`src/rtl/cpm_pkg.sv`:
```
package cpm_pkg;
  localparam int IDX_W  = 7;
  localparam int CHAN_W = 4;
  localparam int BASE_W = 10;

  localparam int IDX_A_LSB = 0;
  localparam int IDX_B_LSB = IDX_A_LSB + IDX_W;
  localparam int CHAN_LSB  = IDX_B_LSB + IDX_W;
  localparam int DIR_BIT   = CHAN_LSB + CHAN_W;
  localparam int WIDE_BIT  = DIR_BIT + 1;
  localparam int BASE_LSB  = WIDE_BIT + 1;
  localparam int CTL_USED  = BASE_LSB + BASE_W;

  localparam int PAR_OFS_W = CHAN_W + IDX_W + 2;
  localparam int BUF_OFS_W = BASE_W + 3;

  typedef enum logic [1:0] {
    ST_IDLE = 2'd0,
    ST_RSRC = 2'd1,
    ST_RDST = 2'd2,
    ST_WDST = 2'd3
  } stepE;

  typedef struct packed {
    logic loadCtl;
    logic capSrc;
    logic capDst;
    logic second;
    logic atDest;
  } stepStrobesT;
endpackage

```
`src/rtl/cpm_ctrl.sv`:
```
module cpm_ctrl
  import cpm_pkg::*;
(
  input  logic        clk,
  input  logic        rstN,
  input  logic        ctlWe,
  input  logic        wideMode,
  input  logic        memReady,
  output stepStrobesT st,
  output logic        memReq,
  output logic        memWe,
  output logic        busy,
  output logic        done
);
  stepE       state, stateD;
  logic       secondQ, secondD;
  logic       busyQ, doneQ;
  logic [2:0] accCnt;
  logic       lastWrite;

  assign lastWrite = (state == ST_WDST) && memReady && secondQ;

  always_comb begin
    st         = '0;
    st.second  = secondQ;
    st.atDest  = (state == ST_RDST) || (state == ST_WDST);
    st.loadCtl = (state == ST_IDLE) && ctlWe;
    st.capSrc  = (state == ST_RSRC) && memReady;
    st.capDst  = (state == ST_RDST) && memReady;
  end

  always_comb begin
    stateD  = state;
    secondD = secondQ;
    unique case (state)
      ST_IDLE: if (ctlWe) begin
        stateD  = ST_RSRC;
        secondD = 1'b0;
      end
      ST_RSRC: if (memReady) stateD = wideMode ? ST_WDST : ST_RDST;
      ST_RDST: if (memReady) stateD = ST_WDST;
      ST_WDST: if (memReady) begin
        if (secondQ) stateD = ST_IDLE;
        else begin
          stateD  = ST_RSRC;
          secondD = 1'b1;
        end
      end
      default: stateD = ST_IDLE;
    endcase
  end

  always_ff @(posedge clk or negedge rstN) begin
    if (!rstN) begin
      state   <= ST_IDLE;
      secondQ <= 1'b0;
      busyQ   <= 1'b0;
      doneQ   <= 1'b0;
      accCnt  <= '0;
    end else begin
      state   <= stateD;
      secondQ <= secondD;
      doneQ   <= lastWrite;
      if (st.loadCtl) busyQ <= 1'b1;
      else if (lastWrite) busyQ <= 1'b0;
      if (st.loadCtl) accCnt <= '0;
      else if (memReq && memReady) accCnt <= accCnt + 3'd1;
    end
  end

  assign memReq = (state != ST_IDLE);
  assign memWe  = (state == ST_WDST);
  assign busy   = busyQ;
  assign done   = doneQ;

  assert_done_pulse_R10: assert property (@(posedge clk) disable iff (!rstN)
    done |=> !done);
  assert_done_idle_R10: assert property (@(posedge clk) disable iff (!rstN)
    done |-> (!busy && !memReq));
  assert_hold_cover_R10: assert property (@(posedge clk) disable iff (!rstN)
    memReq |-> busy);
  assert_ignore_busy_R11: assert property (@(posedge clk) disable iff (!rstN)
    (busy && ctlWe) |-> !st.loadCtl);
  assert_access_count_R8: assert property (@(posedge clk) disable iff (!rstN)
    lastWrite |-> (accCnt == (wideMode ? 3'd3 : 3'd5)));
endmodule

```
`src/rtl/cpm_datapath.sv`:
```
module cpm_datapath
  import cpm_pkg::*;
#(
  parameter int ADDR_W = 14,
  parameter int DATA_W = 32,
  parameter int KEEP_W = 24,
  parameter logic [ADDR_W-1:0] MEM_BASE = '0
) (
  input  logic              clk,
  input  logic              rstN,
  input  logic [31:0]       ctlData,
  input  stepStrobesT       st,
  input  logic [DATA_W-1:0] memRdata,
  output logic [ADDR_W-1:0] memAddr,
  output logic [DATA_W-1:0] memWdata,
  output logic              wideMode
);
  localparam logic [DATA_W-1:0] KEEP_MASK = DATA_W'((64'd1 << KEEP_W) - 64'd1);

  logic [CTL_USED-1:0] ctlQ;
  logic [DATA_W-1:0]   srcQ, dstQ;
  logic                unusedCtlHi;

  assign unusedCtlHi = ^ctlData[31:CTL_USED];

  always_ff @(posedge clk or negedge rstN) begin
    if (!rstN) begin
      ctlQ <= '0;
      srcQ <= '0;
      dstQ <= '0;
    end else begin
      if (st.loadCtl) ctlQ <= ctlData[CTL_USED-1:0];
      if (st.capSrc)  srcQ <= memRdata;
      if (st.capDst)  dstQ <= memRdata;
    end
  end

  logic [IDX_W-1:0]     idxSel;
  logic [CHAN_W-1:0]    chanBase;
  logic [BASE_W-1:0]    bufBase;
  logic                 toParams;
  logic [PAR_OFS_W-1:0] parOfs;
  logic [BUF_OFS_W-1:0] bufOfs;
  logic [ADDR_W-1:0]    parAddr, bufAddr, srcAddr, dstAddr;

  assign idxSel   = st.second ? ctlQ[IDX_B_LSB +: IDX_W] : ctlQ[IDX_A_LSB +: IDX_W];
  assign chanBase = ctlQ[CHAN_LSB +: CHAN_W];
  assign bufBase  = ctlQ[BASE_LSB +: BASE_W];
  assign toParams = ctlQ[DIR_BIT];
  assign wideMode = ctlQ[WIDE_BIT];

  assign parOfs  = {chanBase, idxSel, 2'b00};
  assign bufOfs  = {bufBase, st.second, 2'b00};
  assign parAddr = MEM_BASE + ADDR_W'(parOfs);
  assign bufAddr = MEM_BASE + ADDR_W'(bufOfs);
  assign srcAddr = toParams ? bufAddr : parAddr;
  assign dstAddr = toParams ? parAddr : bufAddr;

  assign memAddr  = st.atDest ? dstAddr : srcAddr;
  assign memWdata = wideMode ? srcQ : ((srcQ & KEEP_MASK) | (dstQ & ~KEEP_MASK));
endmodule

```
`src/rtl/coh_param_mover.sv`:
```
module coh_param_mover
  import cpm_pkg::*;
#(
  parameter int ADDR_W = 14,
  parameter int DATA_W = 32,
  parameter int KEEP_W = 24,
  parameter logic [ADDR_W-1:0] MEM_BASE = '0
) (
  input  logic              clk,
  input  logic              rstN,
  input  logic              ctlWe,
  input  logic [31:0]       ctlData,
  output logic              busy,
  output logic              done,
  output logic              hold,
  output logic              memReq,
  output logic              memWe,
  output logic [ADDR_W-1:0] memAddr,
  output logic [DATA_W-1:0] memWdata,
  input  logic [DATA_W-1:0] memRdata,
  input  logic              memReady
);
  stepStrobesT st;
  logic        wideMode;

  cpm_ctrl u_ctrl (
    .clk      (clk),
    .rstN     (rstN),
    .ctlWe    (ctlWe),
    .wideMode (wideMode),
    .memReady (memReady),
    .st       (st),
    .memReq   (memReq),
    .memWe    (memWe),
    .busy     (busy),
    .done     (done)
  );

  cpm_datapath #(
    .ADDR_W   (ADDR_W),
    .DATA_W   (DATA_W),
    .KEEP_W   (KEEP_W),
    .MEM_BASE (MEM_BASE)
  ) u_dp (
    .clk      (clk),
    .rstN     (rstN),
    .ctlData  (ctlData),
    .st       (st),
    .memRdata (memRdata),
    .memAddr  (memAddr),
    .memWdata (memWdata),
    .wideMode (wideMode)
  );

  assign hold = busy;

  assert_stall_stable_R9: assert property (@(posedge clk) disable iff (!rstN)
    (memReq && !memReady) |=> (memReq && $stable(memAddr) && $stable(memWe) && $stable(memWdata)));
  assert_word_aligned_R2: assert property (@(posedge clk) disable iff (!rstN)
    memReq |-> (memAddr[1:0] == MEM_BASE[1:0]));
endmodule

```
`config.mk`:
```
export PLATFORM = sky130hd
export DESIGN_NAME = coh_param_mover
export DESIGN_NICKNAME = d
export VERILOG_FILES = /design/src/rtl/cpm_pkg.sv /design/src/rtl/cpm_ctrl.sv /design/src/rtl/cpm_datapath.sv /design/src/rtl/coh_param_mover.sv
export SDC_FILE = /design/constraint.sdc
export NUM_CORES = 1
export LEC_CHECK = 0
export ABC_AREA = 1
export ABC_CLOCK_PERIOD_IN_PS = 1800
export BUFFER_PORTS_ARGS = -buffer_cell sky130_fd_sc_hd__buf_2
export CORE_MARGIN = 2
export CORE_UTILIZATION = 36
export DETAILED_ROUTE_END_ITERATION = 12
export GPL_ROUTABILITY_DRIVEN = 0
export HOLD_SLACK_MARGIN = 0.02
export PLACE_DENSITY = 0.7
export SYNTH_ARGS = -nofsm -noshare
export SYNTH_HDL_FRONTEND = slang
export SYNTH_HIERARCHICAL = 1
export SYNTH_SLANG_ARGS = --single-unit
```
`constraint.sdc`:
```
create_clock -name clk -period 1.8 [get_ports clk]
set_input_delay 0.18 -clock clk [delete_from_list [all_inputs] [get_ports clk]]
set_output_delay 0.18 -clock clk [all_outputs]
set_load 0.01 [all_outputs]
```
==> results of run 1 <==
## state kept, by name (all words and copies together) (netlist names)
name	flops
u_ctrl/busy	1
u_ctrl/done	1
u_ctrl/secondQ	1
u_ctrl/state	2
u_dp/ctlQ	30
u_dp/dstQ	8
u_dp/srcQ	32
## tightest hold or removal path: stages
cell	delay [ns]
buf_2	0.07
nand2_1	0.04
o21ai_0	0.06
## per-layer routing
metal / vias to the layer above / part of all wire, %
met5: - / 0
met4: 0 / 1.5
met3: 9 / 4.5
met2: 98 / 48
met1: 1471 / 46
li1: 1551 / -
## how the worst max path moves through the flow
stage	cells after the start	from	endpoint	slack, ns
2_1_floorplan	6	u_ctrl/state[0]	memAddr[10]	0.19
3_3_place_gp	9	u_ctrl/state[0]	memAddr[2]	0.16
3_5_place_dp	9	u_ctrl/state[0]	memAddr[6]	0.11
4_1_cts	9	u_ctrl/state[0]	memAddr[2]	-0.15
5_1_grt	7	u_ctrl/state[1]	memAddr[2]	-0.24
6_report	9	u_ctrl/state[0]	memAddr[2]	-0.17
## placed cells by master (no fill, tap or decap), types with 6 or more instances in the layout
cell type  count
clkbuf_8       9
inv_1         76
nand3_1       11
o21ai_0       71
buf_2        112
nand2_1      136
buf_4          7
o21ai_1        9
buf_6          6
dfrtp_1       75
## cell type report
cell class                      instances  share of cell area [%]
Clock buffer                           10                    2.78
Clock inverter                          4                   0.435
Inverter                               83                    6.94
Multi-Input combinational cell        254                    26.8
Sequential cell                        75                    40.8
Tap cell                              136                    3.70
Timing Repair Buffer                  133                    18.5
## metrics by stage
step	hold slack [ns]	setup slack [ns]	total power [mW]	setup TNS, ns
finish	0.0407	-0.173	8.04	-1.57
global route	0.0341	-0.243	8.71	-2.48
CTS	0.0265	-0.154	7.67	-1.52
detailed placement	0.179	0.108	6.39	0
global placement	0.180	0.158	6.27	0
floorplan	-0.116	0.191	5.61	0
## logic make-up (layout without fill, tap and decap cells)
| family | Yosys count | in the layout | synth area share (%) |
|---|---|---|---|
| simple gates | 162 | 162 | 17.1 |
| buf+inv | 132 | 230 | 19.1 |
| compound gates | 82 | 82 | 11.0 |
| flops | 75 | 75 | 50.3 |
| fa+ha+maj | 7 | 7 | 2.35 |
| other cells | 1 | 3 | 0.101 |
## report_power, final
part	internal, mW	leakage (nW)	switching [mW]	total (mW)
Clock	0.476	0.0815	0.578	1.05
Combinational	1.67	1.44	2.28	3.95
Sequential	2.50	0.922	0.536	3.04
Total	4.64	2.44	3.40	8.04
## timing repair
action / CTS / global route
setup buffers: 1 / 1
cloned: 2 / 6
resized for setup: 13 / 17
hold buffers: 1 / 0
pin swaps: 2 / 8
endpoints found under the setup margin: 11 / 63
hold endpoints to repair: 36 / 0
==> results.md, run 1 <==
* Initial antenna violation count at 0
* Multi-input gate area at 1230 um2
* Clk Latency, worst-skew pair at 0.34 ns
* Top delay family on crit path: simple AND/OR/NAND/NOR gates
* Netlist cell types at 15
* Crit end category: output pin
* Mean Syn Cell Area at 8.13 um2
* Die height at 106 um
* Synth top area share at 50.3%
* Largest net degree at the start of global routing at 65
* Final Core Density at between 40% and 50%
* Internal reg-to-reg setup slack at 0.11 ns
* Register area share after synthesis at about half
* Crit-path cells: inv_2 > ha_4 > or2_4 > inv_4 > nand2_8 > buf_6 > nand3_1 > nand2_1 > buf_2
* YS warnings at 6
* Headroom to the max-slew limit at 60.8%
* Final hold violations at 0
* Placed Instance Area at 4180 um2
* Number of DRC markers in iteration 0 at between 200 and 250
* Layout fillers at approximately 1,000
* Leading cell types by count after synthesis: 138 x nand2_1, 80 x inv_1, 75 x dfrtp_1
* Fin cells at 695
* Worst-path fanout max at 5
* Busiest grt layer: met2
* Overall routed net length at 8890 um
* Core ar. at about 10,000 um2
* Failing checks: negative setup slack
* Area grow syn2layout at 23.2%
* Minimum clock period at 1.97 ns
* Status: finished, violations left
* Met2 Resource Use GR at between 20% and 30%
* Most instantiated library cell after synthesis: nand2_1
* Die area at about 11,000 um2
* Top cells by area, synth: dfrtp_1 50%, nand2_1 14%, o21ai_0 9.5%
* RSZ-0062 raised after global routing: yes
* DRT Pass-1 Iters at 4
* EDFF count, synth at 0
* Critical path buffers and inverters at 4
* IO Port Bufs at 113
* Yosys reg bits at 75
* CP max-delay cell: dfrtp_1
* Startpoint Class: flip-flop
* Antenna cells at 0
* Design Area, Final at 4600 um2
* Hold Path Stages at 3
* Layout cells sized above 1 at 29.9%
* Hold path startpoint: ctlData[25]
* Final slew viol count at 0
* Nets at 631
* Hold endpoint: u_dp/ctlQ[25]
* Clk slew on worst S/H paths at roughly 0.08 ns
* Leak at about 2.4 nW
* TritonCTS buffer count at 9
* Max Clock Skew at roughly 0.0065 ns
* Total GRT Usage at 14.2%
* CTS tree: yes
* Remaining DRCs at 0
* Top Ports at between 100 and 150
* ANT nets after route at 0
* Via count at 3,129
* Clock buffer depth at 2
* Site Rows at 37
* Endpoints failing setup at 11
* Reg2reg path depth at 8
* Chip width at 106 um
* Gate Count Post-Synth at about 460
* First-pass GRT wire length at about 13,000 um
* F_max at 507 MHz
* Vias/cell at between 4 and 5
* Fin crit share at 110%
* Hold Crit Class: in2reg
* CP max stage delay at 0.39 ns
* Met3 Usage GRT at 3.09%
* CTS Sinks at 75
* Clock Tree Root: clkbuf_8
* Top FF cell, synth: dfrtp_1
* Crit Path Category: reg2out
* Asr flop ratio synth at 100%
* H-tree levels at 3
* Placed Cells at 670
* Max-Cap Viols at 0
* Gr ovfl total at 0
* Worst EP required at 1.62 ns
* Met1 Use GR at approximately 18%
* Via count of the first global-routing pass at 2,884
* Largest area contributor in the netlist: dfrtp_1
* Sequential cell area at 1880 um2
* Initial Util at a little over a third
* Max VDD drop at 0.000769 V
* RR Endpoint: u_dp/srcQ[27]
* PwrDens at approximately 1700 nW/um2
* RR Startpoint: u_ctrl/state[1]
* Routed len/inst at 12.8 um
* Worst Max-Slew Pin Slew at 0.588 ns
* CP arrival at 1.79 ns
* Final WS setup at -0.173 ns
* Post-Syn Area at 3730 um2
* HPWL Detailed at roughly 5500 um
No activity file was read; power rests on OpenSTA's default activity.
==> run 2: changes to the inputs <==
--- a/config.mk
+++ b/config.mk
@@ -13,7 +13,8 @@
 export DETAILED_ROUTE_END_ITERATION = 12
 export GPL_ROUTABILITY_DRIVEN = 0
 export HOLD_SLACK_MARGIN = 0.02
-export PLACE_DENSITY = 0.7
+export PLACE_DENSITY = 0.64
+export SKIP_LAST_GASP = 1
 export SYNTH_ARGS = -nofsm -noshare
 export SYNTH_HDL_FRONTEND = slang
 export SYNTH_HIERARCHICAL = 1
==> run 2 against run 1 <==
Compared with the run above: the run still ends with negative setup slack left; register-to-register slack got worse by 0.13 ns; sequential cell count unchanged; clock-buffer cell count unchanged; highest routed layer unchanged; die area unchanged; utilization increased by 1.4 points; critical endpoint is now memAddr[10]; global-route usage increased by 1.1 points; combinational power decreased by 3%; largest power group unchanged.
==> results.md, run 2 (same netlist as run 1, synthesis figures left out) <==
* Final hold violations at 0 (unchanged)
* HPWL Detailed at 5630 um (+3.1%)
* Remaining DRCs at 0 (unchanged)
* Clock Tree Root: clkbuf_8
* IO Port Bufs at 113 (unchanged)
* Pre-CTS setup slack at 0.0837 ns (-0.0245 ns)
* TritonCTS buffer count at 9 (unchanged)
* Max FFs per register at 32 (unchanged)
* Antenna cells at 0 (unchanged)
* F_max at 499 MHz (-1.6%)
* Total GRT Usage at 15.4% (+1.1 points)
* Total power at 8.45 mW (+5.0%)
* Crit end category: output pin
* CTS tree: yes
* Commonest non-fill, non-tap cell in the layout: nand2_1
* Via count of the first global-routing pass at 2,971 (+3.0%)
* Gr ovfl total at 0 (unchanged)
* Worst Max-Slew Pin Slew at 0.545 ns (-0.0431 ns)
* Placed Cells at 670 (unchanged)
* Endpoints failing setup at 15 (+4)
* Failing checks: negative setup slack
* Initial antenna violation count at 0 (unchanged)
* Nets at 640 (+1.4%)
* Top reg by flops: u_dp/srcQ
* Vias/cell at 4.35 (-3.4%)
* Area grow syn2layout at 27.1%
* Clk Latency, worst-skew pair at 0.35 ns (about the same)
* Internal reg-to-reg setup slack at -0.02 ns (-0.13 ns)
* Setup total negative slack at -1.73 ns (-0.164 ns)
* RSZ-0062 raised after global routing: yes
* CP max stage delay at 0.40 ns (about the same)
* Core ar. at 10,200 um2 (unchanged)
* CTS Sinks at 75 (unchanged)
* PwrDens at 1780 nW/um2 (+1.9%)
* Worst-path fanout max at 5 (unchanged)
* Final Core Density at 46.5% (+1.4 points)
* Routed len/inst at 12.2 um (-4.3%)
* Worst EP required at 1.62 ns (about the same)
* Placed Instance Area at 4180 um2 (unchanged)
* Top Registers: u_dp/srcQ x32, u_dp/ctlQ x30, u_dp/dstQ x8
* Most frequent cells in the layout: 135 x nand2_1, 112 x buf_2, 77 x inv_1
* First-pass GRT wire length at 13,600 um (+6.6%)
* Number of DRC markers in iteration 0 at 195 (-14%)
* Layout cells sized above 1 at 29.8% (-0.050 points)
* Max Clock Skew at 0.00635 ns (-0.000105 ns)
* Fin crit share at 111% (+1.8 points)
* Headroom to the max-slew limit at 63.7% (+2.9 points)
* Largest net degree at the start of global routing at 65 (unchanged)
* Crit Path Category: reg2out
* Chip width at 106 um (unchanged)
* H-tree levels at 3 (unchanged)
* Clock buffer depth at 2 (unchanged)
* Startpoint Class: flip-flop
* DRT Pass-1 Iters at 5 (+1)
* Site Rows at 37 (unchanged)
* ANT nets after route at 0 (unchanged)
* Fin cells at 706 (+1.6%)
* Final slew viol count at 0 (unchanged)
* Max-Cap Viols at 0 (unchanged)
* Minimum clock period at 2.00 ns (+0.0318 ns)
* Via count at 3,069 (-1.9%)
* Reg2reg path depth at 8 (unchanged)
* Hold Path Stages at 3 (unchanged)
* Crit-path cells: inv_2 > ha_4 > or2_4 > nand2_4 > buf_4 > nand3_1 > nand2_1 > buf_2
* Design Area, Final at 4740 um2 (+3.1%)
* Smallest hold slack at 0.0362 ns (-0.00449 ns)
* Overall routed net length at 8640 um (-2.8%)
* CP max-delay cell: dfrtp_1
* Status: finished, violations left
* Die area at 11,200 um2 (unchanged)
* Initial Util at 36.6% (unchanged)
* Top Ports at 119 (unchanged)
* Hold Crit Class: in2reg
* Die height at 106 um (unchanged)
* Final WS setup at -0.205 ns (-0.0318 ns)
* Layout fillers at 1,035 (+3.4%)
* Leak at 2.50 nW (+2.3%)
* Max VDD drop at 0.000615 V (-20%)
* Clk slew on worst S/H paths at 0.08 ns (about the same)
* CP arrival at 1.82 ns (+0.03 ns)
## run 2: cell types whose count changed in the layout (fill, tap and decap cells not counted), sizes merged
| cell | before | now |
|---|---|---|
| clkinv | 4 | 0 |
| bufinv | 0 | 3 |
| clkbuf | 14 | 11 |
| dlygate4sd3 | 1 | 13 |
| clkinvlp | 0 | 3 |
## run 2: final timing paths
kind,startpoint,end
setup / recovery,u_ctrl/state[0],memAddr[10]
hold / removal,memRdata[18],u_dp/srcQ[18]
setup reg to reg,u_ctrl/state[1],u_dp/srcQ[19]
hold reg to reg,u_ctrl/busy,u_ctrl/busy
max in group asynchronous,rstN,u_dp/ctlQ[15]
min in group asynchronous,rstN,u_dp/srcQ[24]
## run 2: where the power goes
| group | internal (mW) | switching, mW |
|---|---|---|
| Combinational | 1.59 | 2.24 |
| Clock | 0.958 | 0.639 |
| Sequential | 2.50 | 0.525 |
| Total | 5.05 | 3.40 |
## run 2: layout make-up
type	instances	area, um2	share of cell area [%]
multi-input cells	254	1240	26.2
inverters	83	314	6.63
flip-flops and latches	75	1880	39.6
repair buffers	142	885	18.7
well taps	136	170	3.59
clock buffers	10	138	2.90
clock inverters	6	113	2.38
## run 2: critical path: cells and delay by family, from the launching register on
family                     cells  cell delay, ns
DFF                            1            0.40
buffers and inverters          3            0.36
and+or+nand+nor                4            0.56
adders and majority gates      1            0.16
## run 2: routing by layer
metal / share of wire [%] / track usage, %
met1: 43 / 18.9
met2: 50 / 25.7
met3: 4.4 / 2.72
met4: 2.2 / 8.27
met5: 0 / 0
## run 2: what timing repair did
action / in CTS / in global routing
gates cloned: 2 / 1
hold buffers: 13 / 0
setup buffers: 1 / 3
resized for setup: 13 / 17
setup endpoints to repair: 11 / 21
pin swaps: 2 / 14
endpoints found under the hold margin: 53 / 0
